`config.mk`:
```
export PLATFORM = sky130hd
export DESIGN_NAME = fcm_top
export DESIGN_NICKNAME = d
export VERILOG_FILES = /design/src/rtl/fcm_table.sv /design/src/rtl/fcm_stage.sv /design/src/rtl/fcm_top.sv
export SDC_FILE = /design/constraint.sdc
export NUM_CORES = 1
export LEC_CHECK = 0
export ABC_AREA = 1
export BUFFER_PORTS_ARGS = -buffer_cell sky130_fd_sc_hd__buf_4
export CAP_MARGIN = 20
export CORE_UTILIZATION = 55
export DETAILED_ROUTE_END_ITERATION = 12
export MAX_ROUTING_LAYER = met4
export PLACE_DENSITY = 0.72
export SYNTH_ARGS = -nofsm -noshare
export SYNTH_HDL_FRONTEND = slang
export SYNTH_HIERARCHICAL = 1
export SYNTH_SLANG_ARGS = --single-unit
export TNS_END_PERCENT = 20
```
`constraint.sdc`:
```
create_clock -name clk -period 4.55 [get_ports clk]
set_input_delay 0 -clock clk [delete_from_list [all_inputs] [get_ports clk]]
set_output_delay 0 -clock clk [all_outputs]
set_load 0.005 [all_outputs]
```
`src/rtl/fcm_table.sv`:
```
module fcm_table #(
  parameter int IDX_W = 3,
  parameter int NH_W  = 8
) (
  input  logic             clk,
  input  logic             we,
  input  logic [IDX_W-1:0] widx,
  input  logic [NH_W-1:0]  wdata,
  input  logic             re,
  input  logic [IDX_W-1:0] ridx,
  output logic [NH_W-1:0]  rdata
);
  localparam int DEPTH = 1 << IDX_W;

  logic [NH_W-1:0] mem [DEPTH];

  // single write port, registered read with enable: maps onto block RAM
  always_ff @(posedge clk) begin
    if (we) mem[widx] <= wdata;
    if (re) rdata <= mem[ridx];
  end
endmodule

```
`src/rtl/fcm_stage.sv`:
```
module fcm_stage #(
  parameter int STAGE_ID = 0,
  parameter int ADDR_W   = 12,
  parameter int IDX_W    = 3,
  parameter int NH_W     = 8
) (
  input  logic              clk,
  input  logic              rst,
  // packet moving into this stage
  input  logic              up_valid,
  input  logic              up_hit,
  input  logic              up_got,
  input  logic [ADDR_W-1:0] up_addr,
  input  logic [NH_W-1:0]   up_acc,
  // result broadcast from the exiting packet
  input  logic              bc_valid,
  input  logic [ADDR_W-1:0] bc_addr,
  input  logic [NH_W-1:0]   bc_nh,
  // arrival address probe
  input  logic [ADDR_W-1:0] probe_addr,
  output logic              probe_eq,
  // table write
  input  logic              tbl_we,
  input  logic [IDX_W-1:0]  tbl_idx,
  input  logic [NH_W-1:0]   tbl_data,
  // held packet
  output logic              cur_valid,
  output logic              cur_hit,
  output logic              cur_got,
  output logic [ADDR_W-1:0] cur_addr,
  output logic              cur_read,
  output logic [NH_W-1:0]   eff_nh
);
  localparam int LO = STAGE_ID * IDX_W;

  logic [NH_W-1:0] cur_acc;
  logic [NH_W-1:0] rdata;
  logic            rd_en;
  logic            take_bc;

  assign rd_en   = up_valid && !up_hit;
  assign take_bc = up_valid && up_hit && !up_got && bc_valid && (bc_addr == up_addr);

  fcm_table #(.IDX_W(IDX_W), .NH_W(NH_W)) u_tbl (
    .clk   (clk),
    .we    (tbl_we),
    .widx  (tbl_idx),
    .wdata (tbl_data),
    .re    (rd_en),
    .ridx  (up_addr[LO +: IDX_W]),
    .rdata (rdata)
  );

  always_ff @(posedge clk) begin
    if (rst) begin
      cur_valid <= 1'b0;
      cur_read  <= 1'b0;
      cur_hit   <= 1'b0;
      cur_got   <= 1'b0;
      cur_addr  <= '0;
      cur_acc   <= '0;
    end else begin
      cur_valid <= up_valid;
      cur_read  <= rd_en;
      cur_hit   <= up_hit;
      cur_got   <= up_got || take_bc;
      cur_addr  <= up_addr;
      cur_acc   <= take_bc ? bc_nh : up_acc;
    end
  end

  assign eff_nh   = cur_read ? (cur_acc ^ rdata) : cur_acc;
  assign probe_eq = cur_valid && (cur_addr == probe_addr);


  stage_read_miss_chk: assert property (@(posedge clk) disable iff (rst)
    cur_read |-> (cur_valid && !cur_hit));
endmodule

```
`src/rtl/fcm_top.sv`:
```
module fcm_top #(
  parameter int STAGES = 4,
  parameter int IDX_W  = 3,
  parameter int NH_W   = 8,
  localparam int ADDR_W = STAGES * IDX_W,
  localparam int SEL_W  = (STAGES > 1) ? $clog2(STAGES) : 1
) (
  input  logic              clk,
  input  logic              rst,
  input  logic              in_valid,
  input  logic [ADDR_W-1:0] in_addr,
  output logic              out_valid,
  output logic [ADDR_W-1:0] out_addr,
  output logic [NH_W-1:0]   out_nh,
  output logic              out_hit,
  output logic [STAGES-1:0] stage_valid,
  output logic [STAGES-1:0] stage_read,
  input  logic              tbl_we,
  input  logic [SEL_W-1:0]  tbl_stage,
  input  logic [IDX_W-1:0]  tbl_idx,
  input  logic [NH_W-1:0]   tbl_data
);
  localparam int LAST = STAGES - 1;

  logic [STAGES-1:0] st_v, st_h, st_g, st_rd, st_eq;
  logic [ADDR_W-1:0] st_a   [STAGES];
  logic [NH_W-1:0]   st_eff [STAGES];

  logic              any_hit;
  logic              bc_valid;

  assign any_hit  = |st_eq;
  assign bc_valid = st_v[LAST] && (!st_h[LAST] || st_g[LAST]);

  for (genvar s = 0; s < STAGES; s++) begin : g_stage
    logic              u_v, u_h, u_g;
    logic [ADDR_W-1:0] u_a;
    logic [NH_W-1:0]   u_acc;

    if (s == 0) begin : g_head
      assign u_v   = in_valid;
      assign u_h   = any_hit;
      assign u_g   = 1'b0;
      assign u_a   = in_addr;
      assign u_acc = '0;
    end else begin : g_body
      assign u_v   = st_v[s-1];
      assign u_h   = st_h[s-1];
      assign u_g   = st_g[s-1];
      assign u_a   = st_a[s-1];
      assign u_acc = st_eff[s-1];
    end

    fcm_stage #(.STAGE_ID(s), .ADDR_W(ADDR_W), .IDX_W(IDX_W), .NH_W(NH_W)) u_st (
      .clk        (clk),
      .rst        (rst),
      .up_valid   (u_v),
      .up_hit     (u_h),
      .up_got     (u_g),
      .up_addr    (u_a),
      .up_acc     (u_acc),
      .bc_valid   (bc_valid),
      .bc_addr    (st_a[LAST]),
      .bc_nh      (st_eff[LAST]),
      .probe_addr (in_addr),
      .probe_eq   (st_eq[s]),
      .tbl_we     (tbl_we && (tbl_stage == SEL_W'(s))),
      .tbl_idx    (tbl_idx),
      .tbl_data   (tbl_data),
      .cur_valid  (st_v[s]),
      .cur_hit    (st_h[s]),
      .cur_got    (st_g[s]),
      .cur_addr   (st_a[s]),
      .cur_read   (st_rd[s]),
      .eff_nh     (st_eff[s])
    );
  end

  always_ff @(posedge clk) begin
    if (rst) begin
      out_valid <= 1'b0;
      out_addr  <= '0;
      out_nh    <= '0;
      out_hit   <= 1'b0;
    end else begin
      out_valid <= st_v[LAST];
      out_addr  <= st_a[LAST];
      out_nh    <= st_eff[LAST];
      out_hit   <= st_h[LAST];
    end
  end

  assign stage_valid = st_v;
  assign stage_read  = st_rd;


  head_fill_chk: assert property (@(posedge clk) disable iff (rst)
    1'b1 |=> (st_v[0] == $past(in_valid)));


  exit_resolved_chk: assert property (@(posedge clk) disable iff (rst)
    st_v[LAST] |-> (!st_h[LAST] || st_g[LAST]));


  exit_order_chk: assert property (@(posedge clk) disable iff (rst)
    1'b1 |=> ((out_valid == $past(st_v[LAST])) &&
              (!out_valid || (out_addr == $past(st_a[LAST])))));
endmodule

```
# ---- After elaboration in Yosys (flattened, before gate mapping)
# Memory sizes are Yosys's and may differ from the RTL's. A register that Yosys moved wholly into a read port is not among the register bits.
# Cells that the tools add are included.
dict set report op_classes {
  eq_ne 10
  muxes 15
  n_bitwise 5
  n_reduce_logical 43
}
# op n
set op_table {}
lappend op_table {{equality test 12 bit} 7}
lappend op_table {{2-to-1 mux 8 bit} 7}
lappend op_table {{XOR 8 bit} 4}
lappend op_table {{logical AND 1 bit} 28}
lappend op_table {{zero test 1 bit} 8}
lappend op_table {{2-to-1 mux 1 bit} 8}
lappend op_table {{equality test 2 bit, second input constant} 2}
lappend op_table {{logical OR 1 bit} 4}
lappend op_table {{OR reduction 4 bit} 1}
lappend op_table {{equality test 2 x 1 -> 1 bit, second input constant} 1}
lappend op_table {{zero test 2 bit} 1}
lappend op_table {{OR reduction 2 bit} 1}
lappend op_table {{NOT 1 bit} 1}
dict set report totals {
  register_bits 118
  mem_bits_rw 256
  wordCells 105
  mem_count 4
}
# name words width read_ports rd_clocked_by_memory_dff wr line
set memory_table {}
lappend memory_table {{g_stage[0].u_st.u_tbl.mem} 8 8 1 1 1 fcm_table.sv:15} ;# logic [NH_W-1:0] mem [DEPTH];
lappend memory_table {{g_stage[1].u_st.u_tbl.mem} 8 8 1 1 1 fcm_table.sv:15}
lappend memory_table {{g_stage[2].u_st.u_tbl.mem} 8 8 1 1 1 fcm_table.sv:15}
lappend memory_table {{g_stage[3].u_st.u_tbl.mem} 8 8 1 1 1 fcm_table.sv:15}

# ---- Logic depth before layout (Yosys ltp)
# Gate-level depths: netlist (run 1).
dict set report depth {
  word_depth 8
  depth_mapped 16
  mapped_depth_nobuf 15
}

# ---- Hierarchy
# Netlist (run 1), hierarchy kept.
# mod instances cells_each area_each_um2 seq_area_each_um2
set by_module_without_submodules {}
lappend by_module_without_submodules {fcm_table 4 303 3130.5 2162.1}
lappend by_module_without_submodules {fcm_stage 4 203 1317.5 480.5}
lappend by_module_without_submodules {fcm_top 1 85 704.4 440.4}

# ---- Worst setup path before layout (run 1)
# OpenSTA, ideal clock, no wires.
dict set report synth_path {
  path_kind {flip-flop to flip-flop}
  startpoint {reg g_stage[3].u_st.cur_addr[5]}
  endpoint {reg g_stage[0].u_st.cur_acc[3]}
  setup_time_ns 0.115
  t_arrival_ns 1.791
  slack_ns 2.644
  path_stages_with_launch 16
  path_buffers 1
  cell_sequence {dfxtp_1 -> inv_1 -> a22o_1 -> nor2_1 -> nand3_1 -> nor2_1 -> nor2_1 -> nand2_1 -> nand4_1 -> nor2_1 -> nand2_1 -> nor2_4 -> buf_6 -> nand3_1 -> nand2_1 -> nor2_1}
}
dict set report synth_via {
  elab_chain_cells 8
}
# element line
set synth_lines {}
lappend synth_lines {{start: declaration} fcm_stage.sv:30} ;# output logic [ADDR_W-1:0] cur_addr,
lappend synth_lines {{start signal: assignment} fcm_stage.sv:67} ;# cur_addr <= up_addr;
lappend synth_lines {{equality test 12 bit} fcm_stage.sv:73} ;# assign probe_eq = cur_valid && (cur_addr == probe_addr);
lappend synth_lines {{logical AND 1 bit} fcm_stage.sv:73}
lappend synth_lines {{via st_eq[3]} fcm_top.sv:25} ;# logic [STAGES-1:0] st_v, st_h, st_g, st_rd, st_eq;
lappend synth_lines {{OR reduction 4 bit} fcm_top.sv:32} ;# assign any_hit = |st_eq;
lappend synth_lines {{via any_hit} fcm_top.sv:29} ;# logic any_hit;
lappend synth_lines {{logical AND 1 bit (3 in series)} fcm_stage.sv:42} ;# assign take_bc = up_valid && up_hit && !up_got && bc_valid && (bc_addr == up_addr);
lappend synth_lines {{NOT 1 bit (no source line)} -}
lappend synth_lines {{OR reduction 2 bit (no source line)} -}
lappend synth_lines {{end signal: assignment} fcm_stage.sv:68} ;# cur_acc <= take_bc ? bc_nh : up_acc;
lappend synth_lines {{end: declaration} fcm_stage.sv:36} ;# logic [NH_W-1:0] cur_acc;
# The timed path passes the listed nets, and every way through them passes these cells.
# A chain may end at the register's enable or synchronous reset.

# ---- Worst setup path after layout (run 1)
dict set report layout_path {
  startpoint {reg g_stage[0].u_st.cur_addr[4]}
  endpoint {reg g_stage[0].u_st.cur_acc[7]}
}
dict set report layout_via {
  elab_chain_cells 8
}
# element line
set layout_lines {}
lappend layout_lines {{start: declaration} fcm_stage.sv:30}
lappend layout_lines {{start signal: assignment} fcm_stage.sv:67}
lappend layout_lines {{equality test 12 bit} fcm_stage.sv:73}
lappend layout_lines {{logical AND 1 bit} fcm_stage.sv:73}
lappend layout_lines {{via st_eq[0]} fcm_top.sv:25}
lappend layout_lines {{OR reduction 4 bit} fcm_top.sv:32}
lappend layout_lines {{via any_hit} fcm_top.sv:29}
lappend layout_lines {{logical AND 1 bit (3 in series)} fcm_stage.sv:42}
lappend layout_lines {{NOT 1 bit (no source line)} -}
lappend layout_lines {{OR reduction 2 bit (no source line)} -}
# The timed path passes the listed nets, and every way through them passes these cells.

==> run metrics, run 1 <==
P_leak 9.36 nW; met3 Use GR 3.56%; Avg Cell Area, Syn 8.77 µm²; maximum clock rate 360 MHz; Die ar. 34400 µm²; DP HPWL 27100 µm; core area 32800 µm²; number of synthesized register bits 406; layout cells sized above 1 6.78%; Synth Instances 2109; Synth Cell Area 18500 µm²; Final Skew 0.0166 ns; clk buf depth 3; post-CTS resize count 0; Nets 2205; Die H 185 µm; Critical Path Max Stage Delay 0.90 ns; vias per inst 4.94; input/output buffers 58; total CTS buffers 43; vias in the first global route 12200; crit-path cells xnor2_1 -> o211ai_1 -> nor3_1 -> nand2_1 -> nor2_1 -> nor2_1 -> nand2_1 -> nand4_1 -> nor2_1 -> nand2_1 -> nor2_4 -> nand3_1 -> nand2_1 -> nor2_1; Hold Vio Cnt, Final 0; CP max stage cell dfxtp_1; PwrDens 396 nW/µm²; post-layout min period 2.78 ns; CTS tree yes; total global-route track usage 25.7%; busiest grt layer met2; Worst EP arrival 3.22 ns; drt wl/cell 15.8 µm; status finished, final reports clean; critical path type flip-flop to flip-flop; Critical Path End Type flip-flop; # DRC 0; worst-margin pin slew 1.03 ns; Tcrit/Tclk final 61.0%; clk_lat worst skew 0.56 ns; Netlist cell types 26; combinational group share of total power 6.4%; Setup violations, final 0; sw frac 22.6%; max cap viols 0; Initial DRC Count 1145; Top Ports 59; GRT Residual Overflow 0; Root Driver clkbuf_16; Pins Over Slew Limit 0; data required time of the critical path 4.99 ns; post-route ant nets 0; P_sw 1.85 mW; Synth top area share 46.8%; first-pass GRT wire length 65000 µm; Max transition margin 31.1%; Placer Congestion 0.901; setup TNS 0 ns; CP max FO 20; clock share of power 43.5%; CTS clock-pin slew for the worst setup and hold paths 0.06 ns; Ys Warns 6; row cnt 66; most common cell after layout, fill and taps aside nand2_1; initial antenna violation count 1; met2 usage 41.7%; total wire length 41900 µm; Filler Cell Count 2722; most frequent cells in the layout nand2_1, inv_1, edfxtp_1, nor2_1, nand3_1; area leader, netlist edfxtp_1; Area growth syn-to-layout 11.5%; Tightest Hold Check Type input port to flip-flop; TritonRoute pass-1 iters 5; sequential share of power 50.1%; ranking of synthesized cells by area edfxtp_1, nand2_1, dfxtp_1; largest net degree at the start of global routing 91; sequential share of the synthesized area 59.5%; Starting Density 56.4%; RSZ-0062 raised after global routing false; Cell Int Power 6.31 mW; post-route insts no fill 2654; Sink Count 406; Peak VDD IR 0.307 mV; Post-CTS Setup Inserts 0; Worst setup SP type flip-flop; Via Count 13100; GR Layer Usage met1 32.9%; placed cell count 2552; H-tree depth 2; Die W 185 µm
[state kept, by name (all words and copies together), names as in the netlist, 4 cells and up]
name	count
g_stage.u_st/cur_valid	4
g_stage.u_st/cur_acc	32
g_stage.u_st/cur_addr	48
g_stage.u_st/u_tbl/rdata	32
out_nh	8
g_stage.u_st/cur_got	4
g_stage.u_st/u_tbl/mem	256
out_addr	12
g_stage.u_st/cur_read	4
g_stage.u_st/cur_hit	4
[worst max-delay path, delay by kind of cell (launching register included)]
family,cells,cell delay (ns)
AO/OA/AOI/OAI,1,0.12
XOR/XNOR,1,0.19
flip-flops,1,0.90
AND/OR/NAND/NOR,12,1.45
[final cells by class]
class	instances	area (µm²)	area share, %
Clock buffer	54	1170	5.67
Timing Repair Buffer	83	676	3.28
Antenna cell	1	2.50	0.0121
Inverter	489	1850	8.95
Tap cell	442	553	2.68
Clock inverter	26	279	1.35
Sequential cell	406	11000	53.4
Multi-Input combinational cell	1153	5090	24.7
[through the flow]
step	hold slack (ns)	power [mW]	setup WS [ns]	util (%)	cell area (µm²)
6_report	0.0546	8.16	1.77	62.9	20600
5_1_grt	0.0758	8.43	1.54	62.9	20600
4_1_cts	0.0377	8.22	1.87	62.9	20600
3_5_place_dp	0.257	4.67	1.88	57.8	19000
3_3_place_gp	0.259	4.66	1.93	57.8	19000
2_1_floorplan	0.0712	4.49	2.64	-	18500
[final timing paths]
check | slack, ns | start | end | cells after the start
min | 0.05 | rst | out_valid | 2
min reg2reg | 0.43 | g_stage[3].u_st/cur_hit | out_hit | 2
max reg2reg | 1.77 | g_stage[0].u_st/cur_addr[4] | g_stage[0].u_st/cur_acc[7] | 14
max | 1.77 | g_stage[0].u_st/cur_addr[4] | g_stage[0].u_st/cur_acc[7] | 14
[synthesized netlist by cell type]
cell type and count:
nor2_1 180, o21ai_0 4, xnor2_1 16, a22o_1 4, o211ai_1 4, inv_4 4, edfxtp_1 288, conb_1 1
buf_4 15, nand2_1 635, nand3_1 168, nand2_2 4, dfxtp_1 118, nor2_4 4, o22ai_1 4, nor3_1 12
inv_1 477, buf_2 8, a211oi_1 4, nand4_1 4, xor2_1 56, buf_6 34, inv_2 8, nor2_2 4
a21oi_1 41, clkbuf_1 12
[power groups by stage]
stage                     registers, mW  clock network (mW)  logic, mW
after floorplan                    4.15                   0      0.341
after global placement             4.17                   0      0.491
after detailed placement           4.17                   0      0.499
after CTS                          4.09                3.61      0.517
after global routing               4.10                3.75      0.578
final                              4.09                3.55      0.519
[routing by layer]
metal | wire length [µm] | vias up
met5 | 0 | -
met4 | 1280 | 0
met3 | 2380 | 91
met2 | 19900 | 458
met1 | 18300 | 6041
li1 | - | 6519
[cell families after synthesis]
group                     Yosys count  share of synthesized area [%]
AOI/OAI and AO/OA                  61                           1.87
xor gates and xnor gates           72                           3.41
buffers and inverters             558                           13.1
DFF                               406                           59.5
other                               1                         0.0203
and+or+nand+nor                  1011                           22.1
[what timing repair did]
action / CTS / global route
setup endpoints to repair: 0 / 0
hold buffers: 21 / 0
hold endpoints to repair: 276 / 0
No activity file was read; power rests on OpenSTA's default activity.
==> inputs of run 2 (changes only) <==
--- a/config.mk
+++ b/config.mk
@@ -11,7 +11,7 @@
 export CORE_UTILIZATION = 55
 export DETAILED_ROUTE_END_ITERATION = 12
 export MAX_ROUTING_LAYER = met4
-export PLACE_DENSITY = 0.72
+export PLACE_DENSITY = 0.75
 export SYNTH_ARGS = -nofsm -noshare
 export SYNTH_HDL_FRONTEND = slang
 export SYNTH_HIERARCHICAL = 1
==> constraint.sdc (replaced) <==
create_clock -name clk -period 2.2 [get_ports clk]
set_input_delay 0 -clock clk [delete_from_list [all_inputs] [get_ports clk]]
set_output_delay 0 -clock clk [all_outputs]
set_load 0.005 [all_outputs]
==> run 2 against run 1 <==
Net effect:
- clock skew grew 0.0035 ns
- routed wire length shrank 1.1%
- worst setup slack lost 1.6 ns
- via count grew 0.98%
- final cell count grew 1.0%
- critical path type unchanged
- combinational power grew 120%
- sequential power grew 110%
- clock-buffer cell count grew 11
- clock power grew 91%
- sequential share of layout area shrank 0.35 points
- utilization grew 0.42 points
- first-iteration DRC count grew 1.1%
- largest cell class unchanged
==> run metrics, run 2 (synthesis results as in run 1) <==
Area growth syn-to-layout 12.3%; worst path bufs/invs 1 (+1); TritonRoute pass-1 iters 6 (+1); Starting Density 56.4% (unchanged); maximum clock rate 499 MHz (+39%); core area 32800 µm² (unchanged); data required time of the critical path 2.62 ns (-2.37 ns); Final Skew 0.0201 ns (+0.00350 ns); Worst setup SP type flip-flop; PwrDens 786 nW/µm² (+99%); total wire length 41400 µm (-1.1%); Via Count 13200 (+0.98%); Die ar. 34400 µm² (unchanged); CTS tree yes; drt wl/cell 15.4 µm (-2.1%); Peak VDD IR 0.627 mV (+100%); Die W 185 µm (unchanged); DP HPWL 27300 µm (+0.67%); clk_lat worst skew 0.54 ns (-0.02 ns); CTS clock-pin slew for the worst setup and hold paths 0.06 ns (about the same); WHS Path Cells 4 (+2); Filler Cell Count 2663 (-2.2%); multi-input logic area 5100 µm² (+0.25%); register area 11000 µm² (about the same); Top Ports 59 (unchanged); RSZ-0062 raised after global routing false; Placer Congestion 0.888 (-1.5%); Critical Path Max Stage Delay 0.33 ns (-0.57 ns); H-tree depth 2 (unchanged); CP max stage cell dfxtp_2; most frequent cells in the layout nand2_1, inv_1, edfxtp_1, nor2_1, nand3_1; Root Driver clkbuf_16; total global-route track usage 25.8% (+0.076 points); Die H 185 µm (unchanged); layout cells sized above 1 7.99% (+1.2 points); # DRC 0 (unchanged); input/output buffers 58 (unchanged); Pins Over Slew Limit 0 (unchanged); Critical Path End Type flip-flop; ant diodes 0 (-1); crit-path cells xnor2_2 -> o211ai_1 -> nor3_1 -> nand2_1 -> nor2_2 -> nor2_1 -> nand2_2 -> nand4_1 -> nor2_1 -> nand2_1 -> nor2_4 -> buf_12 -> nand3_1 -> nand2_1 -> nor2_1; status finished, final reports clean; Tightest Hold Check Type input port to flip-flop; total CTS buffers 42 (-2.3%); CP max FO 17 (-15%); clk buf depth 3 (unchanged); reg2reg path depth 15 (+1); Setup violations, final 0 (unchanged); initial antenna violation count 0 (-1); max cap viols 0 (unchanged); stages on the worst setup path 15 (+1); post-layout min period 2.00 ns (-0.774 ns); critical path type flip-flop to flip-flop; Max transition margin 44.0% (+13 points); setup TNS 0 ns (unchanged); vias in the first global route 12700 (+4.2%); largest net degree at the start of global routing 71 (-22%); Hold Vio Cnt, Final 0 (unchanged); Sink Count 406 (unchanged); Largest register FFs 256 (unchanged); Reg with most FFs g_stage.u_st/u_tbl/mem; Worst EP arrival 2.43 ns (-0.79 ns); Nets 2237 (+1.5%); vias per inst 4.94 (about the same); Initial DRC Count 1158 (+1.1%); final core occ 63.3% (+0.42 points); family with the most delay on the worst path simple AND/OR/NAND/NOR gates; P_leak 9.48 nW (+1.3%); GRT Residual Overflow 0 (unchanged); Regs by FF count g_stage.u_st/u_tbl/mem: 256 flops, g_stage.u_st/cur_addr: 48 flops; most common cell after layout, fill and taps aside nand2_1; row cnt 66 (unchanged); post-route ant nets 0 (unchanged); worst-margin pin slew 0.837 ns (-0.193 ns); Tcrit/Tclk final 91.1% (+30 points); first-pass GRT wire length 65600 µm (+0.86%)
run 2: cell types whose count changed in the layout (fill, tap and decap cells not counted), sizes merged:
cell	before	now
clkbuf	54	65
buf	62	96
dlygate4sd3	21	20
clkinv	18	6
diode	1	0
inv	490	491
bufinv	5	2
clkinvlp	2	0
run 2: worst min-delay path: stages:
cell and delay (ns):
buf_4 0.15, buf_4 0.22, inv_1 0.09, nor2_1 0.04
run 2: final timing paths:
| kind | slack, ns | start | end |
|---|---|---|---|
| setup / recovery | 0.20 | g_stage[3].u_st/cur_addr[4] | g_stage[0].u_st/cur_acc[5] |
| setup reg to reg | 0.20 | g_stage[3].u_st/cur_addr[4] | g_stage[0].u_st/cur_acc[5] |
| hold reg to reg | 0.43 | g_stage[3].u_st/cur_hit | out_hit |
| hold / removal | 0.03 | in_addr[1] | g_stage[0].u_st/cur_addr[1] |
run 2: what timing repair did:
action	CTS	global route
buffers inserted	0	1
hold endpoints to repair	292	0
endpoints found under the setup margin	0	9
hold buffers	20	0
gates resized for setup	0	4
run 2: through the flow:
step | hold slack (ns) | instances | worst slack [ns] | total power [mW] | instance area, µm²
floorplan | 0.0712 | 2117 | 0.294 | 9.28 | 18500
global placement | 0.279 | 2585 | 0.146 | 9.65 | 19200
detailed placement | 0.279 | 2585 | 0.0601 | 9.68 | 19200
CTS | 0.00861 | 2680 | 0.0624 | 16.4 | 20700
global route | 0.0202 | 2681 | 0.0183 | 16.9 | 20800
finish | 0.0275 | 2681 | 0.197 | 16.3 | 20800
run 2: final cells by class:
class	count	area share, %
Tap cell	442	2.66
Multi-Input combinational cell	1153	24.6
Sequential cell	406	53.0
Timing Repair Buffer	116	4.56
Inverter	489	8.89
Clock buffer	65	5.72
Clock inverter	10	0.566
run 2: where the power goes:
group          leakage [nW]  switching (mW)  total, mW  internal (mW)
Sequential             3.57          0.0769       8.43           8.36
Clock                 0.638            2.81       6.77           3.96
Combinational          5.27           0.778       1.13          0.352
run 2: layer usage:
metal	part of all wire, %	vias to the layer above	GRT usage, %
li1	-	6578	-
met1	43	6076	32.8
met2	48	486	42.4
met3	6.6	97	3.42
met4	2.9	0	8.93
met5	0	-	-
==> inputs of run 3 (changes only) <==
--- a/config.mk
+++ b/config.mk
@@ -11,7 +11,7 @@
 export CORE_UTILIZATION = 55
 export DETAILED_ROUTE_END_ITERATION = 12
 export MAX_ROUTING_LAYER = met4
-export PLACE_DENSITY = 0.75
+export PLACE_DENSITY = 0.72
 export SYNTH_ARGS = -nofsm -noshare
 export SYNTH_HDL_FRONTEND = slang
 export SYNTH_HIERARCHICAL = 1
==> constraint.sdc (replaced) <==
create_clock -name clk -period 2 [get_ports clk]
set_input_delay 0 -clock clk [delete_from_list [all_inputs] [get_ports clk]]
set_output_delay 0 -clock clk [all_outputs]
set_load 0.005 [all_outputs]
==> run 3 against run 2 <==
Net effect:
- the run now ends with negative setup slack left
- global-route usage rose by 0.16 points
- worst hold slack improved by 0.041 ns
- final area rose by 1.3%
- utilization rose by 0.84 points
- sequential share of layout area fell by 0.68 points
- routed wire length rose by 0.57%
- sequential power rose by 10%
- flip-flop and latch count did not move
- total power rose by 12%
- non-clock buffer count rose by 25
- critical endpoint is now g_stage[0].u_st/cur_acc[2]
- largest power group unchanged
==> run metrics, run 3 (synthesis results as in run 1) <==
most common cell after layout, fill and taps aside nand2_1; Largest register FFs 256 (unchanged); TritonRoute pass-1 iters 5 (-1); Tcrit/Tclk final 102% (+11 points); worst-margin pin slew 0.916 ns (+0.0799 ns); setup TNS -0.152 ns (-0.152 ns); Starting Density 56.4% (unchanged); Peak VDD IR 0.556 mV (-11%); first-pass GRT wire length 65900 µm (+0.41%); core area 32800 µm² (unchanged); Critical Path End Type flip-flop; Tightest Hold Check Type input port to flip-flop; critical path type flip-flop to flip-flop; register area 11000 µm² (about the same); Final Worst Setup Slack -0.0354 ns (-0.232 ns); Pins Over Slew Limit 0 (unchanged); Top Ports 59 (unchanged); H-tree depth 2 (unchanged); Regs by FF count g_stage.u_st/u_tbl/mem: 256 flops, g_stage.u_st/cur_addr: 48 flops; data required time of the critical path 2.43 ns (-0.19 ns); max cap viols 0 (unchanged); vias per inst 4.88 (-1.2%); CP max stage cell dfxtp_2; P_leak 9.64 nW (+1.7%); family with the most delay on the worst path simple AND/OR/NAND/NOR gates; Final Skew 0.0130 ns (-0.00715 ns); final core occ 64.2% (+0.84 points); Initial DRC Count 1030 (-11%); layout cells sized above 1 8.95% (+0.96 points); largest net degree at the start of global routing 62 (-13%); # DRC 0 (unchanged); CTS tree yes; post-layout min period 2.04 ns (+0.0322 ns); fin area 21000 µm² (+1.3%); Max transition margin 38.7% (-5.3 points); Sink Count 406 (unchanged); ant diodes 0 (unchanged); status finished with violations; Reg with most FFs g_stage.u_st/u_tbl/mem; Critical Path Max Stage Delay 0.32 ns (about the same); Post-DP Area 19400 µm² (+0.91%); Via Count 13200 (-0.091%); total CTS buffers 44 (+4.8%); total global-route track usage 25.9% (+0.16 points); post-route ant nets 0 (unchanged); CTS clock-pin slew for the worst setup and hold paths 0.06 ns (about the same); crit-path cells xnor2_1 -> o211ai_1 -> nor3_1 -> nand2_1 -> nor2_1 -> nor2_1 -> nand2_1 -> nand4_1 -> nor2_1 -> nand2_1 -> nor2_4 -> buf_12 -> nand3_1 -> nand2_1 -> nor2_1; DP HPWL 27300 µm (+0.12%); RSZ-0062 raised after global routing true; total wire length 41600 µm (+0.57%); vias in the first global route 12800 (+0.90%); clk buf depth 3 (unchanged); Nets 2264 (+1.2%); GRT Residual Overflow 0 (unchanged); Placer Congestion 0.887 (about the same); initial antenna violation count 0 (unchanged); Setup violations, final 8 (+8); Hold Vio Cnt, Final 0 (unchanged); maximum clock rate 491 MHz (-1.6%); CP max FO 16 (-1); Worst setup SP type flip-flop; input/output buffers 58 (unchanged); worst path bufs/invs 1 (unchanged); row cnt 66 (unchanged); Area growth syn-to-layout 13.7%; Filler Cell Count 2669 (+0.23%); violated checks negative setup slack; clk_lat worst skew 0.54 ns (about the same); Worst EP arrival 2.46 ns (+0.03 ns); drt wl/cell 15.4 µm (-0.51%); Die ar. 34400 µm² (unchanged); Die W 185 µm (unchanged); most frequent cells in the layout nand2_1, inv_1, edfxtp_1, nor2_1, nand3_1; PwrDens 866 nW/µm² (+10%); multi-input logic area 5100 µm² (about the same); Root Driver clkbuf_16; total power 18.2 mW (+12%); Die H 185 µm (unchanged)
## run 3: cell count changes in the layout (fill, tap and decap cells not counted), sizes merged
cell	previous run	this run
buf	96	118
clkinv	6	10
dlygate4sd3	20	23
## run 3: layout make-up
class                   instances  share of cell area (%)
clock buffers                  65                    5.85
clock inverters                14                   0.624
inverters                     489                    8.77
multi-input cells            1153                    24.2
flip-flops and latches        406                    52.4
well taps                     442                    2.63
repair buffers                141                    5.54
## run 3: repair_timing
action / CTS / global route
resized for setup: 0 / 5
setup buffers: 2 / 1
hold buffers: 23 / 0
endpoints found under the setup margin: 8 / 9
hold endpoints to repair: 295 / 0
pin swaps: 1 / 6
gates cloned: 0 / 0
## run 3: path summary, 6_finish.rpt
check / cells past startpoint / endpoint / startpoint / slack [ns]
worst max-delay path: 15 / g_stage[0].u_st/cur_acc[2] / g_stage[3].u_st/cur_addr[4] / -0.04
worst max register to register: 15 / g_stage[0].u_st/cur_acc[2] / g_stage[3].u_st/cur_addr[4] / -0.04
worst min register to register: 2 / out_hit / g_stage[3].u_st/cur_hit / 0.45
worst min-delay path: 3 / g_stage[3].u_st/u_tbl/mem[5][2] / tbl_idx[0] / 0.07
## run 3: tightest hold or removal path, cell delays in order
cell and delay, ns:
buf_4 0.16, nand2_1 0.14, nor2_1 0.12
## run 3: per-stage QoR
stage / cells / setup slack, ns / hold WS (ns)
after floorplan: 2117 / 0.0942 / 0.0712
after global placement: 2605 / 0.0148 / 0.277
after detailed placement: 2605 / -0.0990 / 0.287
after CTS: 2709 / 0.00177 / 0.0492
after global routing: 2710 / -0.217 / 0.0765
final: 2710 / -0.0354 / 0.0681
## run 3: per-layer routing
layer	up-vias	share of wire [%]	global-route usage (%)
met5	-	0	-
met1	6136	43	33.2
li1	6633	-	-
met3	61	5.8	2.93
met2	395	49	43.6
met4	0	2.0	7.27
## run 3: power breakdown
group | leakage [nW] | total, mW | internal [mW] | switching, mW
clock network | 0.664 | 7.68 | 4.52 | 3.16
registers | 3.57 | 9.27 | 9.19 | 0.0790
logic | 5.40 | 1.27 | 0.399 | 0.866
